===== src/rtl/win_irq_persist.sv =====
module win_irq_persist #(
  parameter int DW = 16,
  parameter int TW = 8
) (
  input  logic          clk,
  input  logic          rst_n,
  input  logic          res_valid,
  input  logic [DW-1:0] res_data,
  input  logic [TW-1:0] thr_hi,
  input  logic [TW-1:0] thr_lo,
  input  logic [1:0]    persist_code,
  input  logic          persist_wr,
  input  logic          clr_stb,
  input  logic          flag_wr,
  input  logic          flag_wdata,
  output logic          flag,
  output logic          irq_pd
);
  localparam int LW   = DW - TW;
  localparam int CMAX = 16;
  localparam int CW   = $clog2(CMAX + 1);

  logic [DW-1:0] lim_hi, lim_lo;
  logic          outside, take, trig, clr_any;
  logic [CW-1:0] cnt, cnt_nxt, need;

  assign lim_hi  = {thr_hi, {LW{1'b0}}};
  assign lim_lo  = {thr_lo, {LW{1'b0}}};
  assign outside = (res_data > lim_hi) || (res_data < lim_lo);
  assign take    = res_valid && !persist_wr;

  always_comb begin
    case (persist_code)
      2'd0:    need = CW'(1);
      2'd1:    need = CW'(4);
      2'd2:    need = CW'(8);
      default: need = CW'(16);
    endcase
  end

  always_comb begin
    cnt_nxt = cnt;
    if (persist_wr)           cnt_nxt = '0;
    else if (res_valid)
      if (!outside)           cnt_nxt = '0;
      else if (cnt != CW'(CMAX)) cnt_nxt = cnt + 1'b1;
  end

  assign trig    = take && outside && (cnt_nxt >= need);
  assign clr_any = clr_stb || (flag_wr && !flag_wdata);

  always_ff @(posedge clk or negedge rst_n) begin
    if (!rst_n) begin
      cnt  <= '0;
      flag <= 1'b0;
    end else begin
      cnt <= cnt_nxt;
      if (trig)         flag <= 1'b1;
      else if (clr_any) flag <= 1'b0;
    end
  end

  assign irq_pd = flag;

  p_cnt_sat_r8: assert property (@(posedge clk) disable iff (!rst_n)
    cnt <= CW'(CMAX));
  p_sticky_r4: assert property (@(posedge clk) disable iff (!rst_n)
    flag && !clr_stb && !(flag_wr && !flag_wdata) |=> flag);
  p_clear_r6: assert property (@(posedge clk) disable iff (!rst_n)
    clr_stb && !res_valid |=> !flag);
  p_rise_valid_r3: assert property (@(posedge clk) disable iff (!rst_n)
    $rose(flag) |-> $past(res_valid) && !$past(persist_wr));
  p_inwin_reset_r7: assert property (@(posedge clk) disable iff (!rst_n)
    res_valid && !persist_wr && res_data <= lim_hi && res_data >= lim_lo |=> cnt == '0);
  p_pwr_reset_r9: assert property (@(posedge clk) disable iff (!rst_n)
    persist_wr |=> cnt == '0);
  p_idle_hold_r11: assert property (@(posedge clk) disable iff (!rst_n)
    !res_valid && !persist_wr |=> $stable(cnt));
endmodule


===== config.mk =====
export PLATFORM = sky130hd
export DESIGN_NAME = win_irq_persist
export DESIGN_NICKNAME = d
export VERILOG_FILES = /design/src/rtl/win_irq_persist.sv
export SDC_FILE = /design/constraint.sdc
export NUM_CORES = 1
export LEC_CHECK = 0
export CAP_MARGIN = 20
export CORE_MARGIN = 3
export CORE_UTILIZATION = 40
export CTS_CLUSTER_DIAMETER = 60
export DETAILED_ROUTE_END_ITERATION = 12
export GPL_TIMING_DRIVEN = 0
export HOLD_SLACK_MARGIN = 0.15
export PLACE_DENSITY = 0.82
export SLEW_MARGIN = 20
export SYNTH_ARGS = -nofsm -noshare
export SYNTH_HDL_FRONTEND = slang
export SYNTH_SLANG_ARGS = --single-unit

===== constraint.sdc =====
create_clock -name clk -period 3 [get_ports clk]
set_clock_uncertainty 0.1 [all_clocks]
set_input_delay 0.6 -clock clk [delete_from_list [all_inputs] [get_ports clk]]
set_output_delay 0.6 -clock clk [all_outputs]
set_load 0.05 [all_outputs]

==> results.toml, run 1 <==
[global_routing]
grt_overflow = 0
grt_max_degree = 10
grt_usage_pct = 19.17
antenna_found_initial = 0
grt_pass1_wl_um = 3974
grt_pass1_vias = 982

[floorplan]
io_pins = 43
fp.coreArea_um2 = 2002
num_rows = 16
die_width_um = 52.43
dieArea_um2 = 2748
die_h_um = 52.43
initial_utilization_pct = 43.06

[setup_path]
worstSetupEndpointType = "flop"
crit_chain = "buf_8 > inv_12 > ha_4 > or4b_4 > or4_4 > o311a_4 > nor3_4 > or3_1 > ha_1 > nand2b_4 > a21oi_2 > nor2_1 > a2111oi_2 > o41ai_1"
crit_slowest_cell = "or4_4"
cpLargestDelayFamily = "simple AND/OR/NAND/NOR gates"
cp_data_required_time_ps = 3000
cp-start-kind = "input port"
crit_buf_inv = 2
cp_data_arrival_time_ps = 3440
critical_path_class = "input port to flop"
slowest_delay_ps = 540
crit_fanout = 5

[logic_synthesis]
synth.distinct_cells = 29
synth_area_um2 = 862.1
ys_seq_elements = 6
yosys.area_share.adder_pct = 30.48
synth-xor-area-share_pct = 3.048
synth-seq-area-share_pct = 17.42
synth_compound_area_share_pct = 14.51
syn_nets = 170
yosys.area.top_type_share_pct = 30.48
synth_top_family_by_area = "adder cells"
yosysTopAreaCell = "ha_1"
netlist_instances = 108
synthSimpleGateAreaFrac_pct = 25.40
ys_warn_count = 0
avgSynthCellArea_um2 = 7.982
synthMuxAreaShare_pct = 0
synthTopCellsByArea = "ha_1 (30%), dfrtp_1 (17%), inv_1 (7.8%), a21oi_1 (5.2%), nand2b_1 (3.6%)"

[sta]
finalCritPeriodShare_pct = 114.6
fin_crit_ps = 3439
drv_slew = 0
maxSlewHeadroom_pct = 66.60
setup_violations = 1
worst_pin_slew_ps = 499.5
hold_viol_final = 0
fin_ws_ps = -438.7
fmax_ghz = 0.2908
grt_setup_unrepaired = "true"

[cells_and_area]
n_antenna_cell = 0
final_common_cell = "clkdlybuf4s50_1"
seq_area_um2 = 150.1
utilization_pct = 75.06
drive_above_1_share_pct = 19.35
fillers = 152
final_cell_mix = "clkdlybuf4s50_1 (21), ha_1 (15), inv_1 (13), dlygate4sd2_1 (10)"
area_growth_pct = 74.31
multi_input_area_um2 = 758.2
final_nets = 219

[power_and_ir_drop]
p_leak_nw = 0.7420
ir_drop_mv = 0.1395
power_density_nw_per_um2 = 231.2

[clock_tree]
cts_buffers = 3
htree_num_levels = 1
hold_buffers = 0
clk_pin_slew_ps = 40
cts_tree = "yes"
cts-root-buf = "clkbuf_4"
insertion_delay_ps = 240
cts_buffer_depth = 2
clock_sink_count = 6

[placed_design]
dp_worst_setup_slack_ps = -1278
place.gp.congestion = 0.7812
hpwl_um = 1806
io_buffers = 41

[drt]
vias = 914
first_pass_iters = 4
viasPerCell = 5.022
avgRoutedWirePerCell_um = 13.18
wirelength_um = 2398
route.detailed.drc = 0
drtIter0Drc = 16
final_antenna_net_count = 0

[hold_path]
min_path_type = "flop to flop"

[run_status]
status = "finished, violations left"
violations = "negative setup slack"

[flow_run]
cap_violations = 0
## through the flow
| step | cells | hold slack [ps] | cell area (um^2) | power [W] | TNS, ps |
|---|---|---|---|---|---|
| after floorplan | 108 | 204.4 | 897.1 | 0.0001736 | -352.7 |
| after global placement | 176 | 460.5 | 1341 | 0.0002466 | -1582 |
| after detailed placement | 176 | 471.3 | 1341 | 0.0002528 | -1761 |
| after CTS | 181 | 479.4 | 1454 | 0.0003401 | -430.6 |
| after global routing | 182 | 518.7 | 1503 | 0.0003773 | -606.5 |
| final | 182 | 470.9 | 1503 | 0.0003475 | -438.7 |
## what timing repair did
| action | in CTS | in global routing |
|---|---|---|
| pin swaps | 17 | 13 |
| gates cloned | 0 | 0 |
| setup buffers | 2 | 1 |
| setup endpoints to repair | 1 | 1 |
| resized for setup | 38 | 12 |
## routing by layer
metal  up-vias  GRT usage (%)  wire (um)
met1       396          22.49       1016
met4         0          5.532         25
met5         -              0          0
met3         4          2.849        125
li1        479              -          -
met2        35          35.33       1231
## power by group
part	internal [W]	total, W	switching (W)
Sequential	0.0000853	0.0000891	0.00000382
Combinational	0.000103	0.000188	0.0000846
Clock	0.0000450	0.0000703	0.0000254
Total	0.000234	0.000347	0.000114
## cell usage after synthesis
cell        n
a2111oi_0   1
nand3b_1    2
or4_1       2
dfrtp_1     6
nand2_1     8
nand4_1     3
or3_1       1
o21ai_0     4
o31ai_1     1
xor2_1      2
a21oi_1     9
o41ai_1     1
inv_1      18
buf_4       1
ha_1       21
o32ai_1     1
nor3_4      1
nor2_1      6
a211oi_1    1
nor4b_1     1
nor2b_1     1
buf_1       1
or4b_1      1
nor3_1      6
nand4b_1    1
nand2b_1    5
o311a_2     1
xnor2_1     1
o211ai_1    1
## flip-flops by register name, summed over array words and instances, names as in the netlist
register  flops
flag          1
cnt           5
## final timing paths
check	startpoint	endpoint	slack [ps]	depth (start not counted)
worst max-delay path	thr_hi[3]	flag$_DFFE_PN0P_	-440	14
min in group asynchronous	rst_n	cnt[4]$_DFF_PN0_	510	1
worst max register to register	cnt[1]$_DFF_PN0_	flag$_DFFE_PN0P_	220	12
worst min register to register	flag$_DFFE_PN0P_	flag$_DFFE_PN0P_	470	2
max in group asynchronous	rst_n	flag$_DFFE_PN0P_	2080	1
worst min-delay path	flag$_DFFE_PN0P_	flag$_DFFE_PN0P_	470	2
## logic make-up after synthesis
| logic type | count (synthesis) |
|---|---|
| compound gates | 20 |
| simple gates | 38 |
| xor+xnor | 3 |
| fa+ha+maj | 21 |
| buf+inv | 20 |
| flops | 6 |
## final cells by class
class                           count  share of cell area, %
Timing Repair Buffer               44                  29.73
Clock buffer                        3                  1.499
Sequential cell                     6                  9.992
Multi-Input combinational cell     82                  50.46
Buffer                              2                 0.7494
Tap cell                           27                  2.248
Inverter                           18                  5.329
## worst register-to-register path, cell delays in order (launching register included)
cell and delay [ps]:
dfrtp_1 410, inv_1 90, ha_1 140, nand2_1 60
o31ai_1 270, xnor2_1 140, or3_1 370, ha_1 280
nand2b_4 140, a21oi_2 120, nor2_1 60, a2111oi_2 340
o41ai_1 120
No activity file was read; power rests on OpenSTA's default activity.
==> run 2, diff against run 1 <==
CORE_UTILIZATION = 41   (was 40)
CTS_BUF_LIST = sky130_fd_sc_hd__clkbuf_4 sky130_fd_sc_hd__clkbuf_8   (was unset)
PLACE_DENSITY = 0.84   (was 0.82)
==> results.toml, run 2 (synthesis gave the netlist of run 1 again) <==
[run_status]
status = "finished, violations left"
violations = "negative setup slack"

[placed_design]
placed_cell_area_um2 = 1339
place.gp.congestion = 0.8371
dp_worst_setup_slack_ps = -1291
hpwl_um = 1935
io_buffers = 41
dp.cells = 174

[cells_and_area]
drive_above_1_share_pct = 24.68
largestRegisters = "cnt: 5 flops, flag: 1 flops"
finalNonFillerCells = 179
area_growth_pct = 78.96
regMostFlops = "cnt"
final_common_cell = "clkdlybuf4s50_1"
largest_reg_flops = 5
final_nets = 218
n_antenna_cell = 0
final_cell_mix = "clkdlybuf4s50_1 (18), ha_1 (13), inv_1 (12), dlymetal6s2s_1 (10)"
final_area_um2 = 1543

[setup_path]
crit_path_frequent_cell = "ha_4"
cpLargestDelayFamily = "simple AND/OR/NAND/NOR gates"
crit_buf_inv = 2
crit_fanout = 5
crit_chain = "buf_8 > inv_12 > ha_4 > or4b_4 > or4_4 > o311a_4 > nor3_4 > or3_4 > ha_4 > nand2b_4 > a21oi_2 > nor2_1 > a2111oi_2 > o41ai_1"
cp-start-kind = "input port"
critical_path_class = "input port to flop"
worstSetupEndpointType = "flop"
r2r_setup_slack_ps = 260
cp_data_arrival_time_ps = 3360
crit_slowest_cell = "or4b_4"
cp_data_required_time_ps = 3020
slowest_delay_ps = 440

[sta]
grt_setup_unrepaired = "true"
fin_ws_ps = -338.8
finalSetupTns_ps = -338.8
finalCritPeriodShare_pct = 111.3
maxSlewHeadroom_pct = 65.86
hold_viol_final = 0
whs_ps = 457.1
drv_slew = 0
setup_violations = 1
fmax_ghz = 0.2995
worst_pin_slew_ps = 510.5
fin_crit_ps = 3339

[clock_tree]
htree_num_levels = 1
cts_buffers = 3
cts_tree = "yes"
cts_buffer_depth = 2
insertion_delay_ps = 250
clock_sink_count = 6
cts-root-buf = "clkbuf_4"
clk_pin_slew_ps = 50

[drt]
vias = 951
viasPerCell = 5.313
drtIter0Drc = 8
avgRoutedWirePerCell_um = 14.75
wirelength_um = 2641
first_pass_iters = 4
final_antenna_net_count = 0
route.detailed.drc = 0

[power_and_ir_drop]
ir_drop_mv = 0.1503
power_density_nw_per_um2 = 233.8
p_leak_nw = 0.7585

[floorplan]
dieArea_um2 = 2689
io_pins = 43
fp.coreArea_um2 = 1858
die_h_um = 51.86
num_rows = 15
die_width_um = 51.86
initial_utilization_pct = 46.40

[global_routing]
grt_pass1_vias = 911
antenna_found_initial = 0
grt_max_degree = 10
grt_overflow = 0
grt_pass1_wl_um = 3891
grt_usage_pct = 19.41

[flow_run]
cap_violations = 0

[hold_path]
min_path_type = "flop to flop"
-- run 2: changes by cell type in the layout (fill, tap and decap cells not counted), moves of 2 or more --
cell	delta
ha_1	-2
nor3_2	+2
ha_4	+2
clkdlybuf4s50_1	-3
dlygate4sd2_1	-2
dlymetal6s2s_1	+2
clkdlybuf4s15_1	+2
nor3_1	-2
-- run 2: what timing repair did --
| action | in CTS | in global routing |
|---|---|---|
| gates resized for setup | 37 | 29 |
| hold buffers | 0 | 0 |
| setup buffers | 2 | 0 |
| gates cloned | 0 | 0 |
| endpoints found under the setup margin | 1 | 1 |
| pin swaps | 14 | 17 |
-- run 2: area by class of cell --
class	instances	area (um^2)
plain buffers	2	11.26
repair buffers	43	441.7
flip-flops and latches	6	150.1
well taps	25	31.28
fillers	97	315.3
clock buffers	3	22.52
multi-input cells	82	805.8
inverters	18	80.08
-- run 2: through the flow --
stage | utilization (%) | total power [W]
CTS | 78.11 | 0.0003415
global placement | 72.05 | 0.0002473
detailed placement | 72.05 | 0.0002538
finish | 83.03 | 0.0003608
global route | 83.03 | 0.0003810
floorplan | - | 0.0001736
-- run 2: worst paths after layout --
path / from / cells after the start / to
hold reg to reg: flag$_DFFE_PN0P_ / 2 / flag$_DFFE_PN0P_
max in group asynchronous: rst_n / 1 / cnt[2]$_DFF_PN0_
setup / recovery: thr_hi[3] / 14 / flag$_DFFE_PN0P_
hold / removal: flag$_DFFE_PN0P_ / 2 / flag$_DFFE_PN0P_
setup reg to reg: cnt[1]$_DFF_PN0_ / 12 / flag$_DFFE_PN0P_
min in group asynchronous: rst_n / 1 / cnt[1]$_DFF_PN0_
-- run 2: layer usage --
layer | track usage (%) | wire length (um)
met5 | 0 | 0
met4 | 6.114 | 12
met3 | 3.438 | 114
met2 | 35.36 | 1422
met1 | 22.59 | 1091
-- run 2: report_power, final --
part	leakage (nW)	internal, W	switching, W	total [W]
Clock	0.0138	0.0000455	0.0000331	0.0000787
Sequential	0.0822	0.0000851	0.00000361	0.0000887
Combinational	0.663	0.000103	0.0000904	0.000193
Total	0.759	0.000234	0.000127	0.000361
-- run 2: tightest hold or removal path, stage by stage, from the launching register on --
cell      delay, ps
dfrtp_1         380
nand3b_1         80
o41ai_1          60
==> run 3, diff against run 2 <==
--- a/config.mk
+++ b/config.mk
@@ -13,3 +13,2 @@
 export DETAILED_ROUTE_END_ITERATION = 12
-export GPL_TIMING_DRIVEN = 0
 export HOLD_SLACK_MARGIN = 0.15
==> constraint.sdc (replaced) <==
create_clock -name clk -period 3.1 [get_ports clk]
set_clock_uncertainty 0.1 [all_clocks]
set_input_delay 0.62 -clock clk [delete_from_list [all_inputs] [get_ports clk]]
set_output_delay 0.62 -clock clk [all_outputs]
set_load 0.01 [all_outputs]
==> results.toml, run 3 (synthesis gave the netlist of run 1 again) <==
[drt]
first_pass_iters = 4
wl_met1_um = 1429
wirelength_um = 3927
viasPerCell = 5.916
vias = 1124
wl_met3_um = 302
avgRoutedWirePerCell_um = 20.67
final_antenna_net_count = 0
dr.max_layer_used = "met4"
met2_length_um = 1987
route.detailed.drc = 0
drtIter0Drc = 33

[floorplan]
dieArea_um2 = 2689
initial_utilization_pct = 46.40
die_width_um = 51.86
io_pins = 43
fp.coreArea_um2 = 1858
die_h_um = 51.86
num_rows = 15

[flow_run]
cap_violations = 0

[sta]
fmax_ghz = 0.2756
grt_setup_unrepaired = "true"
setup_violations = 1
drv_slew = 0
fin_ws_ps = -528.5
worst_pin_slew_ps = 449.6
maxSlewHeadroom_pct = 69.80
fin_crit_ps = 3629
finalCritPeriodShare_pct = 117.0
hold_viol_final = 0

[power_and_ir_drop]
internal_power_w = 0.0002438
p_sw_share_pct = 36.10
ir_drop_mv = 0.1843
p_leak_nw = 0.7994
comb_power_share_pct = 56.9
netSwitchingPower_w = 0.0001377
power_density_nw_per_um2 = 230.3
sequentialPowerShare_pct = 22.7
p_clk_share_pct = 20.4

[cells_and_area]
n_antenna_cell = 0
largestRegisters = "cnt: 5 flops, flag: 1 flops"
fillers = 91
final_nets = 229
finalNonFillerCells = 190
drive_above_1_share_pct = 31.52
final_area_um2 = 1657
regMostFlops = "cnt"
final_common_cell = "clkdlybuf4s50_1"
largest_reg_flops = 5
final_cell_mix = "clkdlybuf4s50_1 (18), ha_1 (12), buf_4 (12), inv_1 (11)"
area_growth_pct = 92.16

[setup_path]
critical_path_class = "input port to flop"
r2r_setup_slack_ps = 60
cp_data_required_time_ps = 3130
r2r_start = "cnt[1]$_DFF_PN0_"
crit_fanout = 4
worstSetupEndpointType = "flop"
cp_data_arrival_time_ps = 3660
cp-start-kind = "input port"
rr_endpoint = "flag$_DFFE_PN0P_"
reg2regPathDepth = 12

[global_routing]
grt_overflow = 0
grt_max_degree = 9
grt_usage_pct = 25.46
antenna_found_initial = 0
grt_pass1_vias = 1106
grt_pass1_wl_um = 5043

[placed_design]
place.gp.congestion = 0.9061
io_buffers = 42
placed_cell_area_um2 = 1405
hpwl_um = 2017
dp.cells = 182

[clock_tree]
cts_buffers = 3
cts_buffer_depth = 2
clock_sink_count = 6
cts-root-buf = "clkbuf_4"
insertion_delay_ps = 260
clk_pin_slew_ps = 60
cts_tree = "yes"
htree_num_levels = 1

[hold_path]
holdPathEnd = "flag$_DFFE_PN0P_"
holdPathStages = 2
hold_start = "flag$_DFFE_PN0P_"
min_path_type = "flop to flop"

[run_status]
violations = "negative setup slack"
status = "finished, violations left"
[run 3: cell count changes in the layout (fill, tap and decap cells not counted), moves of 2 or more]
cell and delta:
buf_4 +9, clkdlybuf4s15_1 +3, dlymetal6s2s_1 -3, buf_6 +2, nor3_2 -2
[run 3: worst max-delay path, cell delays in order]
cell,delay [ps]
clkdlybuf4s50_1,480
inv_1,70
ha_2,180
a211oi_2,200
o21ai_1,110
a21oi_1,200
buf_4,160
nor3_4,50
buf_6,130
nor3_1,390
ha_1,350
a21oi_2,150
nor2_1,80
a2111oi_4,350
o41ai_2,130
[run 3: stage by stage]
stage	util (%)	hold slack (ps)	power [W]	TNS [ps]	setup WS (ps)
2_1_floorplan	-	224.4	0.0001604	-272.7	-272.7
6_report	89.16	495.7	0.0003815	-528.5	-528.5
5_1_grt	89.16	531.1	0.0003990	-596.2	-596.2
3_5_place_dp	75.62	443.1	0.0002473	-1311	-1225
3_3_place_gp	75.62	430.5	0.0002410	-1033	-1033
4_1_cts	83.37	464.3	0.0003381	-283.7	-283.7
[run 3: power groups by stage]
stage | clock network (W) | registers [W] | logic (W)
global route | 0.0000809 | 0.0000869 | 0.000231
CTS | 0.0000720 | 0.0000860 | 0.000180
global placement | 0 | 0.0000868 | 0.000154
detailed placement | 0 | 0.0000870 | 0.000160
floorplan | 0 | 0.0000869 | 0.0000735
finish | 0.0000778 | 0.0000866 | 0.000217
[run 3: layout make-up]
cell class / count / area [um^2] / area share [%]
flip-flops and latches: 6 / 150.1 / 9.063
repair buffers: 56 / 536.8 / 32.40
multi-input cells: 82 / 835.8 / 50.45
inverters: 18 / 80.08 / 4.834
clock buffers: 3 / 22.52 / 1.360
well taps: 25 / 31.28 / 1.888
[run 3: worst max-delay path by stage]
stage / cells past startpoint / end / startpoint
after floorplan: 13 / flag$_DFFE_PN0P_ / thr_hi[3]
after global placement: 14 / flag$_DFFE_PN0P_ / thr_hi[3]
after detailed placement: 14 / flag$_DFFE_PN0P_ / thr_hi[3]
after CTS: 14 / flag$_DFFE_PN0P_ / thr_hi[3]
after global routing: 14 / flag$_DFFE_PN0P_ / thr_hi[3]
final: 15 / flag$_DFFE_PN0P_ / thr_lo[3]
[run 3: what timing repair did]
action / CTS / global route
gates resized for setup: 50 / 29
buffers inserted: 2 / 3
cloned: 0 / 0
setup endpoints to repair: 1 / 1
hold buffers: 0 / 0
pin swaps: 21 / 14
[run 3: per-layer routing]
metal	up-vias	GRT usage, %
met2	84	44.56
met1	521	28.37
li1	497	-
met5	-	0
met3	22	4.585
met4	0	14.85
